**config.mk**
```make
export PLATFORM = sky130hd
export DESIGN_NAME = adc_result_bank
export DESIGN_NICKNAME = d
export VERILOG_FILES = /design/src/rtl/adc_bank_pkg.sv /design/src/rtl/adc_bank_dp.sv /design/src/rtl/adc_bank_ctrl.sv /design/src/rtl/adc_result_bank.sv
export SDC_FILE = /design/constraint.sdc
export NUM_CORES = 1
export LEC_CHECK = 0
export BUFFER_PORTS_ARGS = -buffer_cell sky130_fd_sc_hd__buf_2
export CAP_MARGIN = 15
export CORE_ASPECT_RATIO = 1.5
export CORE_MARGIN = 4
export CORE_UTILIZATION = 61
export CTS_CLUSTER_DIAMETER = 200
export DETAILED_ROUTE_END_ITERATION = 10
export PLACE_DENSITY = 0.78
export RECOVER_POWER = 100
export SYNTH_ARGS = -nofsm -noshare
export SYNTH_HDL_FRONTEND = slang
export SYNTH_SLANG_ARGS = --single-unit
export TNS_END_PERCENT = 30
```
**constraint.sdc**
```tcl
create_clock -name clk -period 2.9 [get_ports clk]
set_input_delay 0.29 -clock clk [delete_from_list [all_inputs] [get_ports clk]]
set_output_delay 0.29 -clock clk [all_outputs]
set_load 0.01 [all_outputs]
```
**src/rtl/adc_bank_pkg.sv**
```systemverilog
package adc_bank_pkg;
  localparam int NUM_SLOTS  = 12;
  localparam int IDX_W      = 4;
  localparam int WORD_W     = 16;
  localparam int RES_W      = 10;
  localparam int ADDR_W     = 4;
  localparam int PAD_W      = WORD_W - RES_W;
  localparam int ADDR_CMPEN = 12;
  localparam int ADDR_OPER  = 13;
  localparam int ADDR_FLAGS = 14;

  // strobes from control to datapath, one bit per slot
  typedef struct packed {
    logic [NUM_SLOTS-1:0] swWrite;
    logic [NUM_SLOTS-1:0] hwStore;
  } bankStrobe_t;
endpackage

```
**src/rtl/adc_bank_dp.sv**
```systemverilog
module adc_bank_dp
  import adc_bank_pkg::*;
(
  input  logic                 clk,
  input  logic                 rstN,
  input  bankStrobe_t          strobe,
  input  logic [WORD_W-1:0]    wrData,
  input  logic [RES_W-1:0]     resData,
  input  logic                 leftJust,
  input  logic [NUM_SLOTS-1:0] operSel,
  input  logic [ADDR_W-1:0]    rdIdx,
  output logic [WORD_W-1:0]    rdWord,
  output logic [NUM_SLOTS-1:0] cmpHit
);
  logic [WORD_W-1:0] slotQ [NUM_SLOTS];
  logic [WORD_W-1:0] alignedRes;

  always_comb begin
    if (leftJust) alignedRes = {resData, {PAD_W{1'b0}}};
    else          alignedRes = {{PAD_W{1'b0}}, resData};
  end

  for (genvar i = 0; i < NUM_SLOTS; i++) begin : g_slot
    logic [RES_W-1:0] thresh;

    always_ff @(posedge clk or negedge rstN) begin
      if (!rstN)                   slotQ[i] <= '0;
      else if (strobe.hwStore[i])  slotQ[i] <= alignedRes;
      else if (strobe.swWrite[i])  slotQ[i] <= wrData;
    end

    always_comb begin
      if (leftJust) thresh = slotQ[i][WORD_W-1:PAD_W];
      else          thresh = slotQ[i][RES_W-1:0];
      if (operSel[i]) cmpHit[i] = resData >  thresh;
      else            cmpHit[i] = resData <= thresh;
    end
  end

  always_comb begin
    rdWord = '0;
    for (int k = 0; k < NUM_SLOTS; k++)
      if (rdIdx == ADDR_W'(k)) rdWord = slotQ[k];
  end
endmodule

```
**src/rtl/adc_bank_ctrl.sv**
```systemverilog
module adc_bank_ctrl
  import adc_bank_pkg::*;
(
  input  logic                 clk,
  input  logic                 rstN,
  input  logic                 regWe,
  input  logic [ADDR_W-1:0]    regAddr,
  input  logic [WORD_W-1:0]    regWdata,
  input  logic                 resValid,
  input  logic [IDX_W-1:0]     resIdx,
  input  logic [NUM_SLOTS-1:0] cmpHit,
  input  logic [WORD_W-1:0]    dpWord,
  output bankStrobe_t          strobe,
  output logic [NUM_SLOTS-1:0] cmpEnQ,
  output logic [NUM_SLOTS-1:0] operQ,
  output logic [NUM_SLOTS-1:0] flagQ,
  output logic [WORD_W-1:0]    regRdata,
  output logic                 seqAbort
);
  localparam int HI_W = WORD_W - NUM_SLOTS;

  logic [NUM_SLOTS-1:0] flagSet;
  logic                 wrEn, wrOper, wrFlags;

  assign wrEn    = regWe && (regAddr == ADDR_W'(ADDR_CMPEN));
  assign wrOper  = regWe && (regAddr == ADDR_W'(ADDR_OPER));
  assign wrFlags = regWe && (regAddr == ADDR_W'(ADDR_FLAGS));

  for (genvar i = 0; i < NUM_SLOTS; i++) begin : g_dec
    logic hitSlot;
    assign hitSlot            = resValid && (resIdx == IDX_W'(i));
    assign strobe.swWrite[i]  = regWe && (regAddr == ADDR_W'(i));
    assign strobe.hwStore[i]  = hitSlot && !cmpEnQ[i];
    assign flagSet[i]         = hitSlot && cmpEnQ[i] && cmpHit[i];
  end

  always_ff @(posedge clk or negedge rstN) begin
    if (!rstN) begin
      cmpEnQ   <= '0;
      operQ    <= '0;
      flagQ    <= '0;
      seqAbort <= 1'b0;
    end else begin
      if (wrEn)   cmpEnQ <= regWdata[NUM_SLOTS-1:0];
      if (wrOper) operQ  <= regWdata[NUM_SLOTS-1:0];
      flagQ    <= (wrFlags ? (flagQ & ~regWdata[NUM_SLOTS-1:0]) : flagQ) | flagSet;
      seqAbort <= wrOper;
    end
  end

  always_comb begin
    case (regAddr)
      ADDR_W'(ADDR_CMPEN): regRdata = {{HI_W{1'b0}}, cmpEnQ};
      ADDR_W'(ADDR_OPER):  regRdata = {{HI_W{1'b0}}, operQ};
      ADDR_W'(ADDR_FLAGS): regRdata = {{HI_W{1'b0}}, flagQ};
      default:             regRdata = dpWord;
    endcase
  end
endmodule

```
**src/rtl/adc_result_bank.sv**
```systemverilog
module adc_result_bank
  import adc_bank_pkg::*;
(
  input  logic              clk,
  input  logic              rstN,
  input  logic              regWe,
  input  logic [3:0]        regAddr,
  input  logic [15:0]       regWdata,
  output logic [15:0]       regRdata,
  input  logic              resValid,
  input  logic [3:0]        resIdx,
  input  logic [9:0]        resData,
  input  logic              leftJust,
  output logic              seqAbort
);
  bankStrobe_t          strobe;
  logic [NUM_SLOTS-1:0] cmpHit, cmpEnQ, operQ, flagQ;
  logic [WORD_W-1:0]    dpWord;

  adc_bank_ctrl i_ctrl (
    .clk(clk), .rstN(rstN), .regWe(regWe), .regAddr(regAddr), .regWdata(regWdata),
    .resValid(resValid), .resIdx(resIdx), .cmpHit(cmpHit), .dpWord(dpWord),
    .strobe(strobe), .cmpEnQ(cmpEnQ), .operQ(operQ), .flagQ(flagQ),
    .regRdata(regRdata), .seqAbort(seqAbort)
  );

  adc_bank_dp i_dp (
    .clk(clk), .rstN(rstN), .strobe(strobe), .wrData(regWdata), .resData(resData),
    .leftJust(leftJust), .operSel(operQ), .rdIdx(regAddr), .rdWord(dpWord),
    .cmpHit(cmpHit)
  );
endmodule

```
==> report_table.html <==
<table>
<tr><th>Metric</th><th>Value</th></tr>
<tr><th colspan="2">Floorplanning</th></tr>
<tr><td>Die Y</td><td>214 µm</td></tr>
<tr><td>Num ports</td><td>56</td></tr>
<tr><td>Starting utilization of the core area</td><td>61.8%</td></tr>
<tr><td>Horiz. Die Dim</td><td>145 µm</td></tr>
<tr><td>CORE AREA</td><td>27,900 µm²</td></tr>
<tr><td>Die area</td><td>31,000 µm²</td></tr>
<tr><td>Row Count</td><td>75</td></tr>
<tr><th colspan="2">Route</th></tr>
<tr><td>Wire length per cell</td><td>29.8 µm</td></tr>
<tr><td>Detail-routed via count per cell</td><td>6.97</td></tr>
<tr><td>Total routed wirelength</td><td>67,100 µm</td></tr>
<tr><td>DRC violation count after routing</td><td>0</td></tr>
<tr><td>Total number of vias</td><td>15,700</td></tr>
<tr><td>Number of DRC violations after detailed-routing iteration 0</td><td>1,628</td></tr>
<tr><td>First-pass detailed-route iteration total</td><td>7</td></tr>
<tr><td>Remaining number of nets flagged by the antenna check after routing</td><td>0</td></tr>
<tr><th colspan="2">Setup path</th></tr>
<tr><td>Ordered list of cells on the worst path</td><td>buf_2 -&gt; clkbuf_1 -&gt; nand2b_1 -&gt; buf_4 -&gt; nor2_1 -&gt; or3_1 -&gt; a31oi_1 -&gt; or3_1 -&gt; buf_2</td></tr>
<tr><td>Delay of the slowest critical-path stage</td><td>0.38 ns</td></tr>
<tr><td>Required arrival time at the worst endpoint</td><td>2.61 ns</td></tr>
<tr><td>Category of the worst setup path launch point</td><td>primary input</td></tr>
<tr><td>Highest fanout seen on the critical path</td><td>16</td></tr>
<tr><td>Crit Path Class</td><td>primary input to output port</td></tr>
<tr><td>Endpoint type of the worst setup path</td><td>output port</td></tr>
<tr><td>CP max-delay cell</td><td>sky130_fd_sc_hd__nand2b_1</td></tr>
<tr><td>Crit path arrival time</td><td>2.53 ns</td></tr>
<tr><th colspan="2">Finish</th></tr>
<tr><td>Final Net Count</td><td>2,044</td></tr>
<tr><td>Most common cell after layout, fill and taps aside</td><td>sky130_fd_sc_hd__mux2i_1</td></tr>
<tr><td>Final design area excluding fillers</td><td>18,700 µm²</td></tr>
<tr><td>Most frequent cells in the layout</td><td>sky130_fd_sc_hd__mux2i_1, sky130_fd_sc_hd__dfrtp_1, sky130_fd_sc_hd__nand2_1, sky130_fd_sc_hd__o21ai_0, sky130_fd_sc_hd__a21oi_1</td></tr>
<tr><td>Area added between synthesis and finish</td><td>8.70%</td></tr>
<tr><td>Fraction of final layout cells with drive strength greater than 1</td><td>11.9%</td></tr>
<tr><th colspan="2">STA</th></tr>
<tr><td>Worst-Margin Slew</td><td>2.03 ns</td></tr>
<tr><td>Setup repair after global routing missed its margin</td><td>no</td></tr>
<tr><td>Final setup vio count</td><td>0</td></tr>
<tr><td>Period minus WS final</td><td>2.82 ns</td></tr>
<tr><td>Total Neg Setup Slack</td><td>0 ns</td></tr>
<tr><td>Number of endpoints with negative hold slack in the final report</td><td>0</td></tr>
<tr><td>Worst clock skew</td><td>0.0229 ns</td></tr>
<tr><td>Final count of pins violating max slew</td><td>168</td></tr>
<tr><td>Final Cycle Share</td><td>97.2%</td></tr>
<tr><td>Worst max-slew margin expressed relative to the limit</td><td>-35.7%</td></tr>
<tr><td>Maximum operating frequency</td><td>355 MHz</td></tr>
<tr><th colspan="2">Global routing</th></tr>
<tr><td>Initial antenna violation count</td><td>2</td></tr>
<tr><td>Sum of overflow across all layers after global routing</td><td>0</td></tr>
<tr><td>First-pass GRT wire length</td><td>98,700 µm</td></tr>
<tr><td>Global router's overall resource usage</td><td>42.7%</td></tr>
<tr><td>Via count of the first global-routing pass</td><td>15,700</td></tr>
<tr><td>Maximum number of pins on one net before global-route repair</td><td>71</td></tr>
<tr><th colspan="2">Yosys</th></tr>
<tr><td>Cell area after synthesis</td><td>17,200 µm²</td></tr>
<tr><td>Number of synthesized register bits</td><td>229</td></tr>
<tr><td>Sequential fraction of the synthesis area</td><td>33.3%</td></tr>
<tr><td>Post-synth cell types</td><td>72</td></tr>
<tr><td>Top FF cell, synth</td><td>sky130_fd_sc_hd__dfrtp_1</td></tr>
<tr><td>Synthesized Nets</td><td>2,008</td></tr>
<tr><td>Number of standard cells after synthesis</td><td>1,849</td></tr>
<tr><td>Synthesis warning total</td><td>0</td></tr>
<tr><td>Share of flip-flops with an asynchronous set or reset after synthesis</td><td>100%</td></tr>
<tr><td>Post-synth EDFFs</td><td>0</td></tr>
<tr><td>Avg Inst Size Synth</td><td>9.31 µm²</td></tr>
<tr><th colspan="2">CTS</th></tr>
<tr><td>Clock transition at path regs</td><td>0.06 ns</td></tr>
<tr><td>Clock tree from TritonCTS</td><td>done</td></tr>
<tr><td># H-tree levels</td><td>1</td></tr>
<tr><td>CTS sink count</td><td>229</td></tr>
<tr><td>Number of buffers inserted during clock tree synthesis</td><td>24</td></tr>
<tr><td>Deepest clock path buffer count</td><td>3</td></tr>
<tr><td>Clock tree root buffer cell</td><td>sky130_fd_sc_hd__clkbuf_16</td></tr>
<tr><td>Insertion delay of the later-clocked pin in the worst-skew pair</td><td>0.55 ns</td></tr>
<tr><th colspan="2">Power and ir drop</th></tr>
<tr><td>Total design power</td><td>12,500 µW</td></tr>
<tr><td>Leakage power summed over all cells</td><td>0.00847 µW</td></tr>
<tr><td>Power density of the placed cells</td><td>666 nW/µm²</td></tr>
<tr><td>Max IR drop VDD</td><td>573 µV</td></tr>
<tr><th colspan="2">Place</th></tr>
<tr><td>Hpwl dp</td><td>49,000 µm</td></tr>
<tr><td>Total of buffers placed on input and output ports</td><td>55</td></tr>
<tr><td>Placed Area</td><td>18,100 µm²</td></tr>
<tr><td>RePlAce Congestion</td><td>1.02</td></tr>
<tr><th colspan="2">Status</th></tr>
<tr><td>Violated checks</td><td>capacitance limit, slew limit</td></tr>
<tr><td>Run status</td><td>finished, violations left</td></tr>
<tr><th colspan="2">Run</th></tr>
<tr><td>Number of violations of the max-capacitance limit</td><td>5</td></tr>
<tr><th colspan="2">Min path</th></tr>
<tr><td>Worst min path class</td><td>primary input to flip-flop</td></tr>
</table>
## worst max-delay path, delay by kind of cell
family	cells	cell delay (ns)
AOI/OAI and AO/OA	1	0.25
buffers and inverters	4	1.02
and+or+nand+nor	4	0.96
## flip-flops by register name, summed over array words and instances, names as in the netlist
register         count
i_ctrl.operQ        12
i_ctrl.cmpEnQ       12
i_dp.slotQ         192
i_ctrl.seqAbort      1
i_ctrl.flagQ        12
## where the power goes
group | internal (µW) | total (µW) | leakage, µW | switching (µW)
clock network | 1860 | 3240 | 0.000401 | 1380
logic | 1770 | 4050 | 0.00528 | 2280
registers | 4040 | 5180 | 0.00279 | 1140
## timing repair
action | CTS | global route
hold buffers | 1 | 0
hold endpoints to repair | 66 | 0
resized for setup | 0 | 0
buffers inserted | 0 | 0
## logic make-up after synthesis
kind of cell	count (synthesis)	synth area share, %
muxes	383	23.9
and+or+nand+nor	507	14.2
AOI/OAI and AO/OA	434	15.0
DFF	229	33.3
adders and majority gates	120	8.72
buffers and inverters	176	4.92
## stage by stage
stage               hold WS [ns]  util (%)  std cells  worst slack [ns]
floorplan               -0.00559         -       1849            0.0848
global placement           0.302      64.9       2204             0.163
detailed placement         0.309      64.9       2204            0.0895
CTS                        0.148      67.8       2248             0.226
global route               0.181      67.1       2248             0.102
finish                     0.182      67.2       2249            0.0801
## layer usage
metal | GRT usage, % | vias to the layer above | part of all wire, % | wire, µm
met5 | 0 | - | 0.022 | 15
li1 | - | 6818 | - | -
met1 | 47.1 | 7447 | 33 | 22200
met3 | 7.63 | 394 | 9.2 | 6180
met4 | 37.8 | 2 | 11 | 7530
met2 | 71.3 | 1014 | 46 | 31200
## synth_stat cells (all sizes together) (2+ instances only)
| cell type | instances | area share [%] |
|---|---|---|
| a21oi | 121 | 3.5 |
| o21ai | 182 | 5.3 |
| inv | 37 | 0.81 |
| a31oi | 10 | 0.36 |
| nor2 | 122 | 3.1 |
| and3 | 3 | 0.11 |
| a22oi | 2 | 0.087 |
| and2 | 7 | 0.25 |
| a221oi | 8 | 0.41 |
| nor2b | 17 | 0.66 |
| mux4 | 19 | 2.5 |
| nand2 | 225 | 4.9 |
| o211ai | 5 | 0.22 |
| nor3b | 8 | 0.44 |
| a2111oi | 12 | 0.61 |
| and2b | 3 | 0.13 |
| nand4 | 21 | 0.76 |
| and4 | 2 | 0.10 |
| mux2 | 30 | 2.0 |
| and3b | 2 | 0.10 |
| buf | 69 | 2.6 |
| o21a | 4 | 0.17 |
| dfrtp | 229 | 33 |
| nand2b | 20 | 0.73 |
| o22ai | 16 | 0.62 |
| or4 | 6 | 0.26 |
| o31ai | 8 | 0.35 |
| or3 | 16 | 0.58 |
| mux2i | 334 | 19 |
| a32o | 5 | 0.29 |
| ha | 120 | 8.7 |
| o2bb2ai | 6 | 0.31 |
| o221ai | 5 | 0.25 |
| a311oi | 7 | 0.36 |
| a2111o | 6 | 0.39 |
| a211oi | 15 | 0.68 |
| a21o | 8 | 0.35 |
| a21boi | 5 | 0.22 |
| nand3b | 4 | 0.20 |
| nand3 | 23 | 0.89 |
| nor3 | 26 | 0.82 |
| clkbuf | 69 | 1.5 |
## cell type report
type	count	area, µm²
Antenna cell	1	2.50
Clock buffer	29	651
Clock inverter	14	151
Fill cell	2327	9160
Inverter	38	143
Multi-Input combinational cell	1444	10600
Sequential cell	229	5730
Tap cell	346	433
Timing Repair Buffer	148	1030
## final timing paths
path / startpoint / to / slack [ns] / cells after the start
max in group asynchronous: rstN / i_dp.slotQ[64]$_DFFE_PN0P_ / 0.73 / 3
worst max-delay path: regAddr[2] / regRdata[1] / 0.08 / 9
min in group asynchronous: rstN / i_dp.slotQ[46]$_DFFE_PN0P_ / 0.87 / 2
worst min-delay path: regWdata[10] / i_ctrl.operQ[10]$_DFFE_PN0P_ / 0.18 / 3
worst max register to register: i_dp.slotQ[58]$_DFFE_PN0P_ / i_ctrl.flagQ[8]$_DFF_PN0_ / 0.44 / 7
worst min register to register: i_ctrl.flagQ[0]$_DFF_PN0_ / i_ctrl.flagQ[0]$_DFF_PN0_ / 0.49 / 2
(Power assumes the default switching activity.)
